`src/rtl/cfm_pkg.sv`:
```
package cfm_pkg;

  typedef enum logic [1:0] {
    SH_NONE   = 2'b00,
    SH_RIGHT1 = 2'b01,
    SH_RIGHT2 = 2'b10,
    SH_LEFT1  = 2'b11
  } shift_e;

  typedef enum logic [1:0] {
    SEL_HIGH_PAIR = 2'b00,
    SEL_LOW_PAIR  = 2'b01,
    SEL_REAL_FULL = 2'b10,
    SEL_IMAG_FULL = 2'b11
  } osel_e;

  localparam int unsigned NUM_PP = 4;
  localparam int unsigned PP_RR  = 0;
  localparam int unsigned PP_RI  = 1;
  localparam int unsigned PP_IR  = 2;
  localparam int unsigned PP_II  = 3;

endpackage

```
`src/rtl/cfm_port_reg.sv`:
```
module cfm_port_reg #(
  parameter int DW = 16
) (
  input  logic          clk,
  input  logic          rst_n,
  input  logic          ld_n,
  input  logic [DW-1:0] re_d,
  input  logic [DW-1:0] im_d,
  input  logic          conj_d,
  output logic [DW-1:0] re_q,
  output logic [DW-1:0] im_q,
  output logic          conj_q
);

  always_ff @(posedge clk) begin
    if (!rst_n) begin
      re_q   <= '0;
      im_q   <= '0;
      conj_q <= 1'b0;
    end else if (!ld_n) begin
      re_q   <= re_d;
      im_q   <= im_d;
      conj_q <= conj_d;
    end
  end


  hold_when_disabled_chk: assert property (@(posedge clk) disable iff (!rst_n)
    (rst_n && ld_n) |=> ($stable(re_q) && $stable(im_q) && $stable(conj_q)));

endmodule

```
`src/rtl/cfm_partial_products.sv`:
```
module cfm_partial_products
  import cfm_pkg::*;
#(
  parameter int DW = 16
) (
  input  logic                         clk,
  input  logic                         rst_n,
  input  logic [DW-1:0]                xr,
  input  logic [DW-1:0]                xi,
  input  logic [DW-1:0]                yr,
  input  logic [DW-1:0]                yi,
  input  logic                         cx,
  input  logic                         cy,
  output logic [NUM_PP-1:0][2*DW-2:0]  pp_q
);

  localparam int PW = 2*DW - 1;
  localparam int FW = 2*DW;
  localparam logic [DW-1:0] NEG_ONE = {1'b1, {(DW-1){1'b0}}};
  localparam logic [PW-1:0] POS_MAX = {1'b0, {(PW-1){1'b1}}};
  localparam logic [PW-1:0] PP_MIN  = {1'b1, {(PW-1){1'b0}}};

  // Signed fraction product with the duplicated sign dropped; -1 * -1 saturates.
  function automatic logic [PW-1:0] frac_mul(input logic [DW-1:0] a, input logic [DW-1:0] b);
    logic signed [FW-1:0] full;
    full = $signed({{DW{a[DW-1]}}, a}) * $signed({{DW{b[DW-1]}}, b});
    if (a == NEG_ONE && b == NEG_ONE) return POS_MAX;
    return full[PW-1:0];
  endfunction

  logic [NUM_PP-1:0] trap_hit;
  logic [NUM_PP-1:0] neg_sel;

  for (genvar k = 0; k < NUM_PP; k++) begin : g_mul
    localparam bit A_IMAG = (k >= 2);
    localparam bit B_IMAG = ((k % 2) == 1);
    logic [DW-1:0] op_a;
    logic [DW-1:0] op_b;
    logic [PW-1:0] prod;
    logic [PW-1:0] prod_signed;

    assign op_a        = A_IMAG ? xi : xr;
    assign op_b        = B_IMAG ? yi : yr;
    assign trap_hit[k] = (op_a == NEG_ONE) && (op_b == NEG_ONE);
    assign neg_sel[k]  = (A_IMAG && cx) ^ (B_IMAG && cy);
    assign prod        = frac_mul(op_a, op_b);
    assign prod_signed = neg_sel[k] ? (~prod + 1'b1) : prod;

    always_ff @(posedge clk) begin
      if (!rst_n) pp_q[k] <= '0;
      else        pp_q[k] <= prod_signed;
    end


    trap_to_max_chk: assert property (@(posedge clk) disable iff (!rst_n)
      (rst_n && trap_hit[k] && !neg_sel[k]) |=> (pp_q[k] == POS_MAX));


    no_most_negative_chk: assert property (@(posedge clk) disable iff (!rst_n)
      pp_q[k] != PP_MIN);
  end

endmodule

```
`src/rtl/cfm_combine.sv`:
```
module cfm_combine
  import cfm_pkg::*;
#(
  parameter int DW = 16
) (
  input  logic                         clk,
  input  logic                         rst_n,
  input  logic [NUM_PP-1:0][2*DW-2:0]  pp,
  input  shift_e                       sh,
  input  logic                         rnd,
  output logic [2*DW-1:0]              res_re,
  output logic [2*DW-1:0]              res_im,
  output logic                         ovf_q
);

  localparam int PW = 2*DW - 1;
  localparam int RW = 2*DW;

  function automatic logic [RW-1:0] widen(input logic [PW-1:0] p);
    return {p[PW-1], p};
  endfunction

  function automatic logic [RW-1:0] scale(input logic [RW-1:0] v, input shift_e code);
    case (code)
      SH_LEFT1:  return {v[RW-2:0], 1'b0};
      SH_RIGHT1: return {v[RW-1], v[RW-1:1]};
      SH_RIGHT2: return {{2{v[RW-1]}}, v[RW-1:2]};
      default:   return v;
    endcase
  endfunction

  function automatic logic apply_round(input logic [RW-1:0] v, input logic en, input int pos);
    return en ? 1'b1 : v[pos];
  endfunction

  logic [RW-1:0] sum_re, sum_im;
  logic [RW-1:0] scl_re, scl_im;
  logic [RW-1:0] fin_re, fin_im;
  logic          wide_re, wide_im;
  logic          ovf_now;

  assign sum_re  = widen(pp[PP_RR]) - widen(pp[PP_II]);
  assign sum_im  = widen(pp[PP_RI]) + widen(pp[PP_IR]);
  assign wide_re = sum_re[RW-1] ^ sum_re[RW-2];
  assign wide_im = sum_im[RW-1] ^ sum_im[RW-2];
  assign ovf_now = (sh == SH_LEFT1) && (wide_re || wide_im);
  assign scl_re  = scale(sum_re, sh);
  assign scl_im  = scale(sum_im, sh);

  always_comb begin
    fin_re = scl_re;
    fin_im = scl_im;
    fin_re[DW-1] = apply_round(scl_re, rnd, DW-1);
    fin_im[DW-1] = apply_round(scl_im, rnd, DW-1);
  end

  always_ff @(posedge clk) begin
    if (!rst_n) begin
      res_re <= '0;
      res_im <= '0;
      ovf_q  <= 1'b0;
    end else begin
      res_re <= fin_re;
      res_im <= fin_im;
      ovf_q  <= ovf_now;
    end
  end


  no_ovf_without_left_chk: assert property (@(posedge clk) disable iff (!rst_n)
    (rst_n && sh != SH_LEFT1) |=> !ovf_q);


  round_bit_set_chk: assert property (@(posedge clk) disable iff (!rst_n)
    (rst_n && rnd) |=> (res_re[DW-1] && res_im[DW-1]));

endmodule

```
`src/rtl/cplx_frac_mult.sv`:
```
module cplx_frac_mult
  import cfm_pkg::*;
#(
  parameter int DW = 16
) (
  input  logic          clk,
  input  logic          rst_n,
  input  logic          x_ld_n,
  input  logic          y_ld_n,
  input  logic          x_conj,
  input  logic          y_conj,
  input  logic [DW-1:0] xr_i,
  input  logic [DW-1:0] xi_i,
  input  logic [DW-1:0] yr_i,
  input  logic [DW-1:0] yi_i,
  input  logic [1:0]    shift_code,
  input  logic          round_en,
  input  logic [1:0]    out_sel,
  output logic [DW-1:0] pr_o,
  output logic [DW-1:0] pi_o,
  output logic          ovf_o
);

  localparam int RW = 2*DW;

  logic [DW-1:0] xr_q, xi_q, yr_q, yi_q;
  logic          cx_q, cy_q;
  logic [NUM_PP-1:0][2*DW-2:0] pp;
  logic [RW-1:0] res_re, res_im;
  shift_e        sh_s1, sh_s2;
  logic          rnd_s1, rnd_s2;

  cfm_port_reg #(.DW(DW)) u_xreg (
    .clk(clk), .rst_n(rst_n), .ld_n(x_ld_n),
    .re_d(xr_i), .im_d(xi_i), .conj_d(x_conj),
    .re_q(xr_q), .im_q(xi_q), .conj_q(cx_q)
  );

  cfm_port_reg #(.DW(DW)) u_yreg (
    .clk(clk), .rst_n(rst_n), .ld_n(y_ld_n),
    .re_d(yr_i), .im_d(yi_i), .conj_d(y_conj),
    .re_q(yr_q), .im_q(yi_q), .conj_q(cy_q)
  );

  // Scale and round controls follow their operands through both stages.
  always_ff @(posedge clk) begin
    if (!rst_n) begin
      sh_s1  <= SH_NONE;
      sh_s2  <= SH_NONE;
      rnd_s1 <= 1'b0;
      rnd_s2 <= 1'b0;
    end else begin
      sh_s1  <= shift_e'(shift_code);
      sh_s2  <= sh_s1;
      rnd_s1 <= round_en;
      rnd_s2 <= rnd_s1;
    end
  end

  cfm_partial_products #(.DW(DW)) u_pp (
    .clk(clk), .rst_n(rst_n),
    .xr(xr_q), .xi(xi_q), .yr(yr_q), .yi(yi_q),
    .cx(cx_q), .cy(cy_q), .pp_q(pp)
  );

  cfm_combine #(.DW(DW)) u_comb (
    .clk(clk), .rst_n(rst_n), .pp(pp), .sh(sh_s2), .rnd(rnd_s2),
    .res_re(res_re), .res_im(res_im), .ovf_q(ovf_o)
  );

  function automatic logic [2*DW-1:0] pick(input osel_e sel, input logic [RW-1:0] re,
                                           input logic [RW-1:0] im);
    case (sel)
      SEL_HIGH_PAIR: return {re[RW-1:DW], im[RW-1:DW]};
      SEL_LOW_PAIR:  return {re[DW-1:0],  im[DW-1:0]};
      SEL_REAL_FULL: return re;
      default:       return im;
    endcase
  endfunction

  logic [2*DW-1:0] out_word;
  assign out_word = pick(osel_e'(out_sel), res_re, res_im);
  assign pr_o     = out_word[2*DW-1:DW];
  assign pi_o     = out_word[DW-1:0];


  ovf_only_on_left_chk: assert property (@(posedge clk) disable iff (!rst_n)
    ovf_o |-> (sh_s2 == SH_LEFT1 || $past(sh_s2) == SH_LEFT1));

endmodule

```
`config.mk`:
```
export PLATFORM = sky130hd
export DESIGN_NAME = cplx_frac_mult
export DESIGN_NICKNAME = d
export VERILOG_FILES = /design/src/rtl/cfm_pkg.sv /design/src/rtl/cfm_port_reg.sv /design/src/rtl/cfm_partial_products.sv /design/src/rtl/cfm_combine.sv /design/src/rtl/cplx_frac_mult.sv
export SDC_FILE = /design/constraint.sdc
export NUM_CORES = 2
export LEC_CHECK = 0
export BUFFER_PORTS_ARGS = -buffer_cell sky130_fd_sc_hd__buf_2
export CAP_MARGIN = 10
export CORE_MARGIN = 5
export CORE_UTILIZATION = 60
export DETAILED_ROUTE_END_ITERATION = 7
export GPL_TIMING_DRIVEN = 0
export PLACE_DENSITY = 0.77
export SYNTH_ARGS = -nofsm -noshare
export SYNTH_HDL_FRONTEND = slang
export SYNTH_SLANG_ARGS = --single-unit
```
`constraint.sdc`:
```
create_clock -name clk -period 9.1 [get_ports clk]
set_clock_uncertainty 0.05 [all_clocks]
set_input_delay 1.82 -clock clk [delete_from_list [all_inputs] [get_ports clk]]
set_output_delay 1.82 -clock clk [all_outputs]
set_load 0.03 [all_outputs]
```
After elaboration in Yosys (flattened, before gate mapping)
Cells that the tools add are included.
{ "totals": {"wordCells": 68, "regBits": 261} }
{ "op_classes": {"muxes": 20, "bitwise": 6, "eq_ne": 9, "reduce_logical": 7, "mul": 4, "add_sub_neg": 5} }
{ "ops": {"columns": ["operator", "n"], "rows": [
  ["$mux 31", 11],
  ["$pmux 32 s3", 3],
  ["$mul 16x16->31", 4],
  ["$add 31x1->31 const B", 3],
  ["$not 31->31", 3],
  ["$eq 16x16->1 const B", 4],
  ["$add 31x31->32", 1],
  ["$sub 31x31->32", 1],
  ["$eq 2x2->1 const B", 3],
  ["$mux 1", 6],
  ["$logic_and 1x1->1", 5],
  ["$eq 2x1->1 const B", 2],
  ["$xor 1x1->1", 3],
  ["$logic_not 2->1", 1],
  ["$logic_or 1x1->1", 1]
]} }

Logic depth before layout (Yosys ltp)
{ "logic_depth": {"ltp_word": 7, "mapped_depth": 28, "mapped_depth_nobuf": 26} }

Hierarchy
From an unflattened synthesis, not the netlist that was laid out.
{ "hier_totals": {"cells_unflattened": 6418, "area_unflattened_um2": 55597.1} }
{ "modules_own_cells": {"columns": ["mod", "area_per_inst_um2", "instances", "cells_each"], "rows": [
  ["cfm_partial_products", 45653.8, 1, 5224],
  ["cfm_combine", 6523.8, 1, 863],
  ["cfm_port_reg", 1280.0, 2, 106],
  ["cplx_frac_mult", 859.6, 1, 119]
]} }

Least setup slack after synthesis
OpenSTA, ideal clock, no wires.
{ "synth_path": {"path_kind": "register to register", "startpoint": "register u_xreg.im_q[15]", "endpoint": "register u_pp.pp_q[92] in the netlist's numbering", "period_less_slack_ns": 7.167, "path_buffers": 2, "path_stages_with_launch": 25, "t_arrival_ns": 6.989, "slack_ns": 1.933, "setup_time_ns": 0.128, "cell_sequence": "dfxtp_1 clkbuf_1 clkbuf_1 nand2_1 inv_1 fa_1 fa_1 fa_1 fa_1 fa_1 inv_1 fa_1 inv_1 ha_1 and2_0 and3_1 a221o_1 and2_1 a211o_1 a221oi_1 mux2i_1 nand4_1 o41ai_1 xnor2_1 nor2_1"} }
{ "synth_between": {"elab_chain_cells": 7, "word_cells_on_any_way": 8, "cone_classes": "add/sub (1); mul (1); eq/ne (1); mux (3); bitwise (1); reduce/logical (1)"} }
{ "synth_rtl": {"columns": ["element", "line_no", "source"], "rows": [
  ["start: declaration", "cfm_port_reg.sv:11", "output logic [DW-1:0] im_q,"],
  ["start signal: assignment", "cfm_port_reg.sv:22", "im_q <= im_d;"],
  ["branches (longest 3 deep; another with $mul 16x16->31)", null, null],
  ["$mux 31 (*)", "cfm_partial_products.sv:28", "return full[PW-1:0];"],
  ["$not 31->31", "cfm_partial_products.sv:47", "assign prod_signed = neg_sel[k] ? (~prod + 1'b1) : prod;"],
  ["$add 31x1->31", "cfm_partial_products.sv:47", null],
  ["$mux 31 (*)", "cfm_partial_products.sv:47", null],
  ["end signal: indexed assignment", "cfm_partial_products.sv:51", "else pp_q[k] <= prod_signed;"],
  ["end: declaration", "cfm_partial_products.sv:14", "output logic [NUM_PP-1:0][2*DW-2:0] pp_q"]
]} }
Every way passes the cells marked *.
A chain may end at the register's enable or synchronous reset.

Worst setup path after layout
{ "layout_path": {"startpoint": "register u_yreg.im_q[11]", "endpoint": "register u_pp.pp_q[123] in the netlist's numbering"} }
{ "layout_between": {"elab_chain_cells": 7, "word_cells_on_any_way": 8, "cone_classes": "add/sub (1); mul (1); eq/ne (1); mux (3); bitwise (1); reduce/logical (1)"} }
{ "layout_rtl": {"columns": ["element", "line_no"], "rows": [
  ["start: declaration", "cfm_port_reg.sv:11"],
  ["start signal: assignment", "cfm_port_reg.sv:22"],
  ["branches (longest 3 deep; another with $mul 16x16->31)", null],
  ["$mux 31 (*)", "cfm_partial_products.sv:28"],
  ["$not 31->31", "cfm_partial_products.sv:47"],
  ["$add 31x1->31", "cfm_partial_products.sv:47"],
  ["$mux 31 (*)", "cfm_partial_products.sv:47"]
]} }
Marks and branches as above.

==> impl_metrics.toml <==
[setup_path]
path_buf_inv = 5
cp_slowest_cell = "clkbuf_1"
cp-start-kind = "flop"
worstPathArrival_ns = 9.53
end_kind = "flop"
crit_required_ns = 9.51
ff2ff_setup_slack_ns = -0.03
critical_path.cell_chain = "clkbuf_1 -> nand2_1 -> fa_1 -> inv_1 -> fa_1 -> ha_1 -> fa_1 -> fa_1 -> inv_1 -> fa_1 -> inv_1 -> ha_1 -> clkbuf_1 -> nand2_1 -> a2111o_1 -> o211ai_1 -> nand3_1 -> a21boi_0 -> o21ai_0 -> nor4b_2 -> nand4_1 -> o41ai_1 -> nor3_1 -> nor3_1"
critical_path_class = "flop to flop"
crit_fanout = 10
crit_top_cell = "fa_1"
max_stage_delay_ns = 1.03
critPathTopFamily = "adder cells"

[cells_and_area]
final_nets = 7912
stdcell_count = 7658
fillCellCount = 7841
syn2layout_area_growth_pct = 5.934
drive_gt1_share_pct = 4.218

[yosys]
ys_seq_area_share_pct = 9.624
yosysWarningCount = 0
synth_top_family_by_area = "adder cells"
synth_compound_area_share_pct = 9.785
synth_mux_area_share_pct = 2.238
ys_ff_latch = 261
synth_ff_type = "dfxtp_1"
post-synth-top-area-cell = "fa_1"
synth_nets = 7779
synth_xor_area_share_pct = 3.630
synthAdderAreaFrac_pct = 46.70
synth_top_area_share_pct = 37.83
async_reset_ff_share_pct = 0
synthCells = 6293
synthSimpleGateAreaFrac_pct = 17.45
avgSynthCellArea_um2 = 8.627
syn_area_um2 = 54290
synthDistinctLibCells = 92
synth_edf_count = 0
yosys-top-cells-area = "fa_1, dfxtp_1, ha_1"

[pwr]
clkPwrFrac_pct = 13.9
p_int_w = 0.004191
switching_share_pct = 53.56
p_seq_share_pct = 17.7
p_comb_share_pct = 68.4
ir_drop_mv = 0.1468
p_switching_w = 0.004833
p_leak_nw = 28.30
powerDensity_nw_per_um2 = 156.9

[clock_tree]
clk_pin_slew_ns = 0.06
h-tree-depth = 1
cts_tree = "yes"
cts_hold_buf = 0
clockRootBuffer = "clkbuf_16"
cts_max_path_buffers = 3
cts_sinks = 261
numCtsBuffers = 29
clkLatencyLatePin_ns = 0.65

[die]
die_y_um = 310.8
start_util_pct = 60.41
rows = 110
ios = 108
die_x_um = 310.8
core-area_um2 = 89870
die-area_um2 = 96600

[placement]
dp.cells = 7574
hpwlAfterDp_um = 160700
gp_congestion = 1.049
port_buffers = 103
post-place-ws_ns = -0.3218

[drt]
drc = 27
vias_per_cell = 5.975
drt_iter0_drc = 4497
routedWlPerCell_um = 25.62
vias = 45750
drt_pre_antenna_iters = 8
routed_wl_um = 196200
postRouteAntennaNets = 0

[timing]
finalSetupViolations = 1
fin_crit_ns = 9.127
worst_slack_ns = -0.02744
fin_crit_sh_pct = 100.3
relSlewSlack_pct = 10.50
slew_violations = 0
fmax_mhz = 109.6
rsz0062_at_grt = "true"
hold_slack_ns = 0.3829
hold_viol = 0
worst_slew_pin_slew_ns = 1.343

[status]
status = "complete, but fails checks"
violations = "design-rule violations, negative setup slack"

[job]
max_cap_violations = 0

[global_routing]
grt_remaining_overflow = 0
grt_usage_pct = 40.13
grt_pass1_wl_um = 290200
grt_max_degree = 16
antenna_found_initial = 22
grt_pass1_vias = 46670

[hold_path]
hp-class = "flop to flop"
[registers in the layout, indices dropped and copies added, names as in the netlist, 2 cells and up]
signal,cells
sh_s2,2
u_comb.res_re,32
u_xreg.im_q,16
u_xreg.re_q,16
u_yreg.re_q,16
u_comb.res_im,32
u_pp.pp_q,124
u_yreg.im_q,16
sh_s1,2
[cells in the mapped netlist (8+ instances only)]
cell         n
nor2_1     407
a31oi_1     36
o21ai_1      8
buf_1       12
or4_1        8
o21ai_0    129
a221oi_1    14
nand3_1     46
a211o_1     16
clkbuf_1   322
and2_1     514
or2_2       15
a311oi_1    23
ha_1       385
xor2_1      70
xnor2_1    155
o31ai_1     25
mux2i_1    118
nor3b_1     14
nand2_1    677
nand4_1     17
and3_1      27
a21oi_1    229
or3_1       31
o21bai_1    24
nand2b_1    55
o211ai_1    18
fa_1      1026
a21o_1      71
a21boi_0    14
dfxtp_1    261
inv_1     1184
o21a_1      42
nor2b_1     19
nor4_1      24
a211oi_1    51
nor3_1      62
[power by group through the flow]
stage,Combinational (W),Sequential [W],Clock (W)
after global placement,0.00583,0.00160,0
after detailed placement,0.00589,0.00161,0
after CTS,0.00592,0.00159,0.00126
after floorplan,0.00397,0.00151,0
after global routing,0.00660,0.00161,0.00130
final,0.00618,0.00160,0.00125
[what timing repair did]
action | CTS | global route
buffers inserted | 0 | 2
setup endpoints to repair | 9 | 16
gates resized for setup | 12 | 114
pin swaps | 0 | 1
[cells in the final DEF, fill, tap and decap left out, types with 12 or more instances in the layout]
| cell | count |
|---|---|
| inv_1 | 1184 |
| fa_1 | 1026 |
| nand2_1 | 677 |
| and2_1 | 514 |
| nor2_1 | 407 |
| ha_1 | 385 |
| clkbuf_1 | 266 |
| dfxtp_1 | 259 |
| a21oi_1 | 228 |
| xnor2_1 | 155 |
| o21ai_0 | 129 |
| mux2i_1 | 116 |
| buf_2 | 106 |
| a21o_1 | 71 |
| xor2_1 | 69 |
| nor3_1 | 61 |
| nand2b_1 | 55 |
| a211oi_1 | 51 |
| clkbuf_2 | 49 |
| nand3_1 | 46 |
| o21a_1 | 42 |
| a31oi_1 | 36 |
| diode_2 | 33 |
| or3_1 | 31 |
| clkbuf_16 | 29 |
| and3_1 | 27 |
| nor4_1 | 24 |
| o31ai_1 | 24 |
| o21bai_1 | 24 |
| a311oi_1 | 23 |
| nor2b_1 | 19 |
| o211ai_1 | 18 |
| nand4_1 | 17 |
| a211o_1 | 16 |
| or2_2 | 15 |
| nor3b_1 | 14 |
| a221oi_1 | 14 |
| a21boi_0 | 14 |
| buf_1 | 12 |
[worst paths after layout]
check / start / end / cells past startpoint
min reg2reg: sh_s1[1] / sh_s2[1] / 1
max: u_yreg.im_q[11] / u_pp.pp_q[123] / 24
max reg2reg: u_yreg.im_q[11] / u_pp.pp_q[123] / 24
min: sh_s1[1] / sh_s2[1] / 1
[stage by stage]
stage / area (um^2) / setup TNS [ns] / total power [W] / utilization, %
2_1_floorplan: 54290 / 0 / 0.005479 / -
3_3_place_gp: 56280 / -0.8769 / 0.007437 / 62.62
3_5_place_dp: 56320 / -1.152 / 0.007497 / 62.67
4_1_cts: 57330 / 0 / 0.008767 / 63.78
5_1_grt: 57450 / -0.1405 / 0.009515 / 63.93
6_report: 57510 / -0.02744 / 0.009024 / 63.99
[cell families after synthesis]
family | count (synthesis)
compound gates | 800
buf+inv | 1526
flops | 261
mux | 120
xor+xnor | 225
simple gates | 1950
fa+ha+maj | 1411
[per-layer routing]
metal	vias up	track usage (%)	part of all wire, %
met5	-	0	0.065
met4	8	26.96	8.8
met3	681	13.63	12
met2	2741	60.82	43
met1	22450	48.75	36
li1	19870	-	-
[layout make-up]
| cell class | instances | area (um^2) | share of cell area, % |
|---|---|---|---|
| well taps | 1176 | 1471 | 2.558 |
| inverters | 1187 | 4456 | 7.747 |
| plain buffers | 334 | 1353 | 2.352 |
| multi-input cells | 4506 | 43360 | 75.39 |
| flip-flops and latches | 261 | 5228 | 9.089 |
| repair buffers | 107 | 573.1 | 0.9964 |
| clock inverters | 17 | 187.7 | 0.3263 |
| diodes | 33 | 82.58 | 0.1436 |
| clock buffers | 37 | 805.8 | 1.401 |
[worst reg2reg max path: stages, from the launching register on]
cell,delay (ns)
dfxtp_1,0.53
clkbuf_1,1.03
nand2_1,0.19
fa_1,0.44
inv_1,0.08
fa_1,0.44
ha_1,0.33
fa_1,0.47
fa_1,0.50
inv_1,0.05
fa_1,0.47
inv_1,0.04
ha_1,0.26
clkbuf_1,0.30
nand2_1,0.15
a2111o_1,0.39
o211ai_1,0.49
nand3_1,0.17
a21boi_0,0.20
o21ai_0,0.49
nor4b_2,0.63
nand4_1,0.27
o41ai_1,0.39
nor3_1,0.10
nor3_1,0.48
No activity file was read; power rests on OpenSTA's default activity.
